===== src/rtl/svb_pkg.sv =====
package svb_pkg;

    localparam logic [2:0] ADDR_PREFIX = 3'b110;
    localparam int unsigned BYTE_W = 8;

    typedef enum logic [2:0] {
        ST_IDLE,
        ST_ADDR,
        ST_AACK,
        ST_DATA,
        ST_DACK,
        ST_SKIP
    } svb_state_t;

    typedef struct packed {
        logic scl_rise;
        logic scl_fall;
        logic start;
        logic stop;
        logic sda;
    } svb_evt_t;

    function automatic logic addr_accept(input logic [7:0] a, input logic prog);
        return (a[7:5] == ADDR_PREFIX) && !a[0] && !prog;
    endfunction

endpackage


===== src/rtl/svb_deglitch.sv =====
module svb_deglitch #(
    parameter int unsigned FILT_LEN = 3
) (
    input  logic clk,
    input  logic rst,
    input  logic raw_i,
    output logic clean_o
);
    localparam int unsigned CW = $clog2(FILT_LEN + 1);

    logic [1:0]    sync_q;
    logic [CW-1:0] run_q;

    always_ff @(posedge clk) begin
        if (rst) begin
            sync_q  <= 2'b11;
            run_q   <= '0;
            clean_o <= 1'b1;
        end else begin
            sync_q <= {sync_q[0], raw_i};
            if (sync_q[1] != clean_o) begin
                if (run_q == CW'(FILT_LEN - 1)) begin
                    clean_o <= sync_q[1];
                    run_q   <= '0;
                end else begin
                    run_q <= run_q + 1'b1;
                end
            end else begin
                run_q <= '0;
            end
        end
    end
endmodule


===== src/rtl/svb_line_events.sv =====
module svb_line_events
    import svb_pkg::*;
#(
    parameter int unsigned FILT_LEN = 3
) (
    input  logic     clk,
    input  logic     rst,
    input  logic     scl_i,
    input  logic     sda_i,
    output logic     scl_flt_o,
    output svb_evt_t evt_o
);
    localparam int unsigned NLINES = 2;

    logic [NLINES-1:0] raw, flt, flt_q;

    assign raw = {sda_i, scl_i};

    for (genvar g = 0; g < NLINES; g++) begin : g_line
        svb_deglitch #(.FILT_LEN(FILT_LEN)) u_dg (
            .clk    (clk),
            .rst    (rst),
            .raw_i  (raw[g]),
            .clean_o(flt[g])
        );
    end

    always_ff @(posedge clk) begin
        if (rst) flt_q <= '1;
        else     flt_q <= flt;
    end

    assign scl_flt_o       = flt[0];
    assign evt_o.scl_rise  = flt[0] & ~flt_q[0];
    assign evt_o.scl_fall  = ~flt[0] & flt_q[0];
    assign evt_o.start     = flt[0] & flt_q[0] & flt_q[1] & ~flt[1];
    assign evt_o.stop      = flt[0] & flt_q[0] & ~flt_q[1] & flt[1];
    assign evt_o.sda       = flt[1];
endmodule


===== src/rtl/svb_frame_ctl.sv =====
module svb_frame_ctl
    import svb_pkg::*;
(
    input  logic       clk,
    input  logic       rst,
    input  svb_evt_t   evt_i,
    input  logic       prog_i,
    output logic       pull_o,
    output logic       upd_o,
    output logic       psi_o,
    output logic [6:0] code_o,
    output logic [3:0] alo_o
);
    localparam int unsigned CNT_W = $clog2(BYTE_W + 1);

    svb_state_t        st_q;
    logic [BYTE_W-1:0] sh_q;
    logic [CNT_W-1:0]  cnt_q;
    logic [3:0]        alo_hold_q;

    always_ff @(posedge clk) begin
        if (rst) begin
            st_q       <= ST_IDLE;
            sh_q       <= '0;
            cnt_q      <= '0;
            alo_hold_q <= '0;
            pull_o     <= 1'b0;
            upd_o      <= 1'b0;
            psi_o      <= 1'b0;
            code_o     <= '0;
            alo_o      <= '0;
        end else begin
            upd_o <= 1'b0;
            if (evt_i.start) begin
                st_q   <= ST_ADDR;
                cnt_q  <= '0;
                pull_o <= 1'b0;
            end else if (evt_i.stop) begin
                st_q   <= ST_IDLE;
                pull_o <= 1'b0;
            end else begin
                unique case (st_q)
                    ST_ADDR, ST_DATA: begin
                        if (evt_i.scl_rise && cnt_q < CNT_W'(BYTE_W)) begin
                            sh_q  <= {sh_q[BYTE_W-2:0], evt_i.sda};
                            cnt_q <= cnt_q + 1'b1;
                        end else if (evt_i.scl_fall && cnt_q == CNT_W'(BYTE_W)) begin
                            cnt_q <= '0;
                            if (st_q == ST_DATA) begin
                                pull_o <= 1'b1;
                                st_q   <= ST_DACK;
                            end else if (addr_accept(sh_q, prog_i)) begin
                                pull_o     <= 1'b1;
                                alo_hold_q <= sh_q[4:1];
                                st_q       <= ST_AACK;
                            end else begin
                                st_q <= ST_SKIP;
                            end
                        end
                    end
                    ST_AACK: begin
                        if (evt_i.scl_fall) begin
                            pull_o <= 1'b0;
                            st_q   <= ST_DATA;
                        end
                    end
                    ST_DACK: begin
                        if (evt_i.scl_fall) begin
                            pull_o <= 1'b0;
                            upd_o  <= 1'b1;
                            psi_o  <= sh_q[7];
                            code_o <= sh_q[6:0];
                            alo_o  <= alo_hold_q;
                            st_q   <= ST_SKIP;
                        end
                    end
                    default: ;
                endcase
            end
        end
    end
endmodule


===== src/rtl/vid_bus_slave.sv =====
module vid_bus_slave
    import svb_pkg::*;
#(
    parameter int unsigned FILT_LEN = 3
) (
    input  logic       clk,
    input  logic       rst,
    input  logic       scl_i,
    input  logic       sda_i,
    input  logic       prog_mode_i,
    output logic       sda_pull_o,
    output logic       upd_o,
    output logic       psi_o,
    output logic [6:0] code_o,
    output logic [3:0] alo_o
);
    svb_evt_t evt;
    logic     scl_flt;

    svb_line_events #(.FILT_LEN(FILT_LEN)) u_ev (
        .clk      (clk),
        .rst      (rst),
        .scl_i    (scl_i),
        .sda_i    (sda_i),
        .scl_flt_o(scl_flt),
        .evt_o    (evt)
    );

    svb_frame_ctl u_fc (
        .clk   (clk),
        .rst   (rst),
        .evt_i (evt),
        .prog_i(prog_mode_i),
        .pull_o(sda_pull_o),
        .upd_o (upd_o),
        .psi_o (psi_o),
        .code_o(code_o),
        .alo_o (alo_o)
    );
endmodule


===== config.mk =====
export PLATFORM = sky130hd
export DESIGN_NAME = vid_bus_slave
export DESIGN_NICKNAME = d
export VERILOG_FILES = /design/src/rtl/svb_pkg.sv /design/src/rtl/svb_deglitch.sv /design/src/rtl/svb_line_events.sv /design/src/rtl/svb_frame_ctl.sv /design/src/rtl/vid_bus_slave.sv
export SDC_FILE = /design/constraint.sdc
export NUM_CORES = 1
export LEC_CHECK = 0
export BUFFER_PORTS_ARGS = -buffer_cell sky130_fd_sc_hd__buf_2
export CORE_MARGIN = 2
export CORE_UTILIZATION = 60
export CTS_BUF_LIST = sky130_fd_sc_hd__clkbuf_4 sky130_fd_sc_hd__clkbuf_8
export DETAILED_ROUTE_END_ITERATION = 10
export GPL_TIMING_DRIVEN = 0
export PLACE_DENSITY = 0.84
export SLEW_MARGIN = 40
export SYNTH_ARGS = -nofsm -noshare
export SYNTH_HDL_FRONTEND = slang
export SYNTH_SLANG_ARGS = --single-unit

===== constraint.sdc =====
create_clock -name clk -period 2.5 [get_ports clk]
set_input_delay 0.125 -clock clk [delete_from_list [all_inputs] [get_ports clk]]
set_output_delay 0.125 -clock clk [all_outputs]
set_load 0.005 [all_outputs]

==> results of run 1 <==
## cell usage in the layout (no fill, tap or decap), drive strengths merged
cell type,synthesis,routed
dfxtp,45,45
nor2,24,24
mux2i,21,21
nand2,21,21
buf,2,20
clkbuf,8,15
nand3,10,10
inv,9,9
a21oi,9,9
or2,5,5
ha,4,4
xnor2,3,3
o21ai,3,3
or3,3,3
or4,3,3
a211oi,2,2
xor2,2,2
dlygate4sd3,0,2
nor3,2,2
nand2b,1,1
nand3b,1,1
a31oi,1,1
a221oi,1,1
o31a,1,1
nor2b,1,1
a31o,1,1
nor4b,1,1
a2bb2oi,1,1
nor3b,1,1
o211ai,1,1
o22ai,1,1
a21o,1,1
## synthesized netlist by cell type (2+ instances only)
cell and number:
a211oi_1 2, a21oi_1 9, clkbuf_1 8, dfxtp_1 45, ha_1 4, inv_1 9, mux2i_1 21, nand2_1 21
nand3_1 10, nor2_1 24, o21ai_0 3, or2_2 5, or3_1 3, or4_1 2, xnor2_1 3, xor2_1 2
## repair_timing
| action | CTS | global route |
|---|---|---|
| hold endpoints to repair | 2 | 0 |
| hold buffers | 2 | 0 |
| buffers inserted | 0 | 0 |
## report_power, final
group	leakage [nW]	internal (mW)	switching (mW)	total, mW
combinational	0.487	0.0108	0.0163	0.0271
clock	0.0348	0.144	0.206	0.350
sequential	0.364	0.721	0.00198	0.723
total	0.886	0.876	0.224	1.10
## how the worst max path moves through the flow
stage               cells past startpoint           from                 end  slack [ns]
floorplan                               7  u_fc.cnt_q[0]  u_fc.alo_hold_q[0]        0.81
global placement                        5   u_fc.st_q[2]        u_fc.sh_q[4]        0.66
detailed placement                      7  u_fc.cnt_q[0]  u_fc.alo_hold_q[3]        0.56
CTS                                     7  u_fc.cnt_q[0]  u_fc.alo_hold_q[3]        0.52
global route                            5   u_fc.st_q[2]        u_fc.sh_q[4]        0.35
finish                                  5   u_fc.st_q[2]        u_fc.sh_q[4]        0.49
## through the flow
stage,instance area (um2),hold slack (ns),setup WS (ns)
5_1_grt,1990,0.0623,0.346
6_report,1990,0.0663,0.491
3_3_place_gp,1910,0.306,0.661
2_1_floorplan,1780,0.229,0.807
4_1_cts,1990,0.0566,0.524
3_5_place_dp,1910,0.312,0.558
## area by class of cell
type / count / area, um2
Timing Repair Buffer: 20 / 110
Inverter: 9 / 33.8
Sequential cell: 45 / 901
Buffer: 10 / 46.3
Tap cell: 31 / 38.8
Clock buffer: 7 / 58.8
Multi-Input combinational cell: 125 / 803
Fill cell: 204 / 790
## sequential cells by signal, summed over array words and instances (netlist names)
signal,cells
u_fc.pull_o,1
u_ev.g_line.u_dg.run_q,4
u_fc.st_q,3
u_ev.g_line.u_dg.sync_q,4
u_fc.upd_o,1
u_ev.g_line.u_dg.clean_o,2
u_fc.alo_o,4
u_fc.psi_o,1
u_fc.alo_hold_q,4
u_fc.cnt_q,4
u_fc.sh_q,8
u_ev.flt_q,2
u_fc.code_o,7
## worst min-delay path, delay by kind of cell
kind | cells | cell delay (ns)
buf+inv | 1 | 0.09
simple gates | 2 | 0.16
## cell families (layout without fill, tap and decap cells)
group | after synthesis | count (layout)
multiplexers | 21 | 21
flip-flops | 45 | 45
XOR/XNOR | 5 | 5
adder cells (fa/ha/maj) | 4 | 4
AND/OR/NAND/NOR | 73 | 73
AO/OA/AOI/OAI | 22 | 22
buffers and inverters | 19 | 46
## per-layer routing
metal  up-vias  routed length, um  track usage
li1        692                  -            -
met1       644               1420        0.276
met2        45               1830        0.401
met3        16                190       0.0835
met4         0                 97        0.120
met5         -                  0            0
==> impl_metrics.yaml, run 1 <==
run_status:
  outcome: "complete, no violations"
critical_path:
  start_kind: "flip-flop"
  crit_slowest_cell: "nor4b_2"
  worst_path_largest_cell_delay_ns: 0.70
  cp_max_fo: 10
  crit_required_ns: 2.73
  crit_chain: "nor4b_2 > nand2_1 > clkbuf_1 > mux2i_1 > nor2_1"
  cp.arrival_ns: 2.24
  cp_top_family: "simple AND/OR/NAND/NOR gates"
  rrSetupSlack_ns: 0.49
  path_buf_inv: 1
  crit_type: "flip-flop to flip-flop"
  reg2reg_depth: 5
  end_kind: "flip-flop"
  rr_startpoint: "u_fc.st_q[2]"
  r2r-end: "u_fc.sh_q[4]"
sta:
  worst_pin_slew_ns: 0.724
  skew_ns: 0.00476
  drv_slew: 0
  max_freq_mhz: 498
  hold_viol: 0
  setup_viol: 0
  period_share: 0.804
  slew_headroom: 0.516
  layout_min_cycle_time_ns: 2.01
  grt_setup_unrepaired: "false"
  final.setup.tns_ns: 0
clocking:
  cts_root_buf: "clkbuf_4"
  cts_resized: 0
  cts.htree.levels: 2
  clockBufferDepth: 2
  clkLatencyLatePin_ns: 0.35
  cts.sink_count: 45
  clk_pin_slew_worst_paths_ns: 0.11
  cts_inserted_buffers: 5
  cts_tree: "done"
synth:
  synthDistinctLibCells: 34
  synth-warning-count: 0
  synth_compound_area_frac: 0.0771
  async_reset_ff_frac: 0
  synth_top_area_cell: "dfxtp_1"
  ys.flop_type: "dfxtp_1"
  syn-instance-count: 189
  synth_mux_area_frac: 0.118
  synth_top_area_frac: 0.505
  synthSimpleGateAreaFrac: 0.203
  synth_top_family_by_area: "simple AND/OR/NAND/NOR gates"
  syn_avg_cell_area_um2: 9.44
  synth_seq_cells: 45
  synth-seq-area-share: 0.505
  yosys.area_share.adder: 0.0281
  synthTopCellsByArea: "dfxtp_1 50%, mux2i_1 12%, nor2_1 5.0%, nand2_1 4.4%, ha_1 2.8%"
  synth_edf_count: 0
  synthXorXnorAreaFrac: 0.0245
  synth_fp_nets: 198
  synth_area_mm2: 0.00178
global_route:
  grt_pass1_wl_um: 6140
  overflow: 0
  grt_pass1_vias: 1392
  antenna_found_initial: 0
  grt_use_total: 0.242
  grt_start_max_net_pins: 13
finish:
  area_growth_syn_to_layout_pct: 11.6
  final_util: 0.716
  fin_cells: 247
  drive_gt1_frac: 0.171
  nets: 225
  antennaDiodeCount: 0
detailed_routing:
  drc_errors: 0
  drt_iter0_markers: 121
  wire_per_inst_um: 14.3
  vias: 1397
  first_pass_iters: 4
  vias_per_cell: 5.66
  ant_nets: 0
  wirelength_um: 3530
hold_path:
  min_path_type: "input port to flip-flop"
  min_to: "u_ev.g_line[0].u_dg.run_q[0]"
  hold_path_startpoint: "rst"
  hold_depth: 3
power_and_ir_drop:
  power_density_mw_per_mm2: 552
  finalPower_mw: 1.10
  p_leak_nw: 0.886
  vdd_drop_max_mv: 0.531
floorplanning:
  die_x_um: 58.5
  core_area_mm2: 0.00278
  die_y_um: 58.5
  start_util: 0.641
  rows: 19
  ioPinCount: 19
  die-area_mm2: 0.00343
placement:
  hpwl_um: 2600
  dp_cells: 238
  port_buffers: 18
  gp_congestion: 0.868
flow_run:
  maxCapViolations: 0
No activity file was read; power rests on OpenSTA's default activity.
==> run 2: changes to the inputs <==
CORE_UTILIZATION = 54   (was 60)
PLACE_DENSITY = 0.8   (was 0.84)
clock period = 1.7 ns   (was 2.5 ns; I/O delays follow)
==> impl_metrics.yaml, run 2 (same netlist as run 1, synthesis figures left out) <==
detailed_routing:
  wirelength_um: 3330
  wire_per_inst_um: 12.6
  drt_iter0_markers: 85
  ant_nets: 0
  first_pass_iters: 4
  drc_errors: 0
  vias_per_cell: 5.13
  vias: 1355
clocking:
  clk_pin_slew_worst_paths_ns: 0.12
  clockBufferDepth: 2
  clkLatencyLatePin_ns: 0.35
  cts_inserted_buffers: 5
  cts_root_buf: "clkbuf_4"
  cts.htree.levels: 2
  cts.sink_count: 45
  cts_tree: "done"
finish:
  final_common_cell: "dfxtp_1"
  area_growth_syn_to_layout_pct: 17.0
  reg_top3: "u_fc.sh_q (8), u_fc.code_o (7)"
  nets: 228
  antennaDiodeCount: 0
  finish.instance_area_mm2: 0.00209
  seq_area_um2: 911
  regMostFlops: "u_fc.sh_q"
  final_util: 0.673
  multi_input_area_um2: 837
  fill_cells: 271
  layout_common_cells: "39 x dfxtp_1, 24 x nor2_1, 21 x mux2i_1, 21 x nand2_1, 18 x buf_2"
  largest_reg_flops: 8
  drive_gt1_frac: 0.245
critical_path:
  crit_cells: 4
  r2r-end: "u_fc.st_q[1]"
  cp_top_family: "simple AND/OR/NAND/NOR gates"
  path_buf_inv: 0
  worst_path_largest_cell_delay_ns: 0.54
  end_kind: "flip-flop"
  crit_chain: "nand2b_2 > or4_4 > or3_4 > a21oi_2"
  rrSetupSlack_ns: -0.02
  cp_max_fo: 6
  critPathLaunch: "u_ev.g_line[0].u_dg.clean_o"
  crit_slowest_cell: "or4_4"
  start_kind: "flip-flop"
  reg2reg_depth: 4
  cp-endpoint: "u_fc.st_q[1]"
  crit_required_ns: 2.00
  crit_type: "flip-flop to flip-flop"
  cp.arrival_ns: 2.01
  rr_startpoint: "u_ev.g_line[0].u_dg.clean_o"
floorplanning:
  die-area_mm2: 0.00378
  core_area_mm2: 0.00310
  rows: 20
  die_x_um: 61.5
  ioPinCount: 19
  start_util: 0.575
  die_y_um: 61.5
global_route:
  grt_pass1_wl_um: 5690
  grt_start_max_net_pins: 14
  grt_use_total: 0.208
  grt_pass1_vias: 1314
  antenna_found_initial: 0
  overflow: 0
placement:
  gp_congestion: 0.833
  dpl_cell_area_mm2: 0.00193
  hpwl_um: 2320
  port_buffers: 18
sta:
  drv_slew: 0
  skew_ns: 0.00364
  max_freq_mhz: 582
  worst_pin_slew_ns: 0.582
  hold_viol: 0
  setup_viol: 1
  fin_ws_ns: -0.0182
  slew_headroom: 0.608
  layout_min_cycle_time_ns: 1.72
  period_share: 1.01
  grt_setup_unrepaired: "true"
power_and_ir_drop:
  finalPower_mw: 1.67
  p_leak_nw: 0.916
  power_density_mw_per_mm2: 798
  vdd_drop_max_mv: 0.559
hold_path:
  min_path_type: "input port to flip-flop"
run_status:
  violations: "negative setup slack"
  outcome: "finished with violations"
flow_run:
  maxCapViolations: 0
==> run 2: changes by cell type in the layout (fill, tap and decap cells not counted), moves of 2 or more <==
cell	previous run	this run
inv_1	9	7
dfxtp_1	45	39
inv_2	0	2
buf_4	0	6
dfxtp_2	0	5
==> run 2: metrics by stage <==
stage | setup slack (ns) | setup TNS [ns] | hold slack [ns] | instances
floorplan | 0.00706 | 0 | 0.189 | 189
global placement | -0.175 | -2.72 | 0.268 | 251
detailed placement | -0.193 | -3.29 | 0.272 | 251
CTS | 0.00518 | 0 | 0.000151 | 263
global route | -0.0630 | -0.190 | 0.00648 | 264
finish | -0.0182 | -0.0182 | 0.00773 | 264
==> run 2: worst min-delay path by stage <==
stage / from / end / slack [ns] / depth (start not counted)
floorplan: scl_i / u_ev.g_line[0].u_dg.sync_q[0] / 0.19 / 1
global placement: scl_i / u_ev.g_line[0].u_dg.sync_q[0] / 0.27 / 2
detailed placement: scl_i / u_ev.g_line[0].u_dg.sync_q[0] / 0.27 / 2
CTS: rst / u_ev.g_line[0].u_dg.run_q[1] / 0.0002 / 3
global route: rst / u_ev.g_line[0].u_dg.run_q[1] / 0.006 / 3
finish: rst / u_ev.g_line[0].u_dg.run_q[1] / 0.008 / 3
==> run 2: repair_timing <==
action,CTS,global route
endpoints found under the hold margin,2,0
resized for setup,9,7
pin swaps,1,3
setup buffers,4,2
setup endpoints to repair,25,18
hold buffers,2,0
==> run 2: worst reg2reg max path: stages (launching register included) <==
cell	delay (ns)
dfxtp_2	0.37
nand2b_2	0.21
or4_4	0.54
or3_4	0.41
a21oi_2	0.13
==> run 2: metal layers <==
| layer | up-vias | track usage | wire (um) |
|---|---|---|---|
| li1 | 694 | - | - |
| met1 | 635 | 0.252 | 1550 |
| met2 | 21 | 0.347 | 1600 |
| met3 | 5 | 0.0567 | 126 |
| met4 | 0 | 0.0851 | 49 |
| met5 | - | 0 | 0 |
==> run 2: layout make-up <==
| type | instances | area share |
|---|---|---|
| Buffer | 7 | 0.0126 |
| Clock buffer | 7 | 0.0312 |
| Clock inverter | 1 | 0.00240 |
| Inverter | 9 | 0.0162 |
| Multi-Input combinational cell | 125 | 0.401 |
| Sequential cell | 45 | 0.436 |
| Tap cell | 44 | 0.0264 |
| Timing Repair Buffer | 26 | 0.0743 |
==> run 2: report_power, final <==
group          switching [mW]  internal (mW)
combinational          0.0247         0.0159
sequential            0.00280           1.06
clock                   0.324          0.240
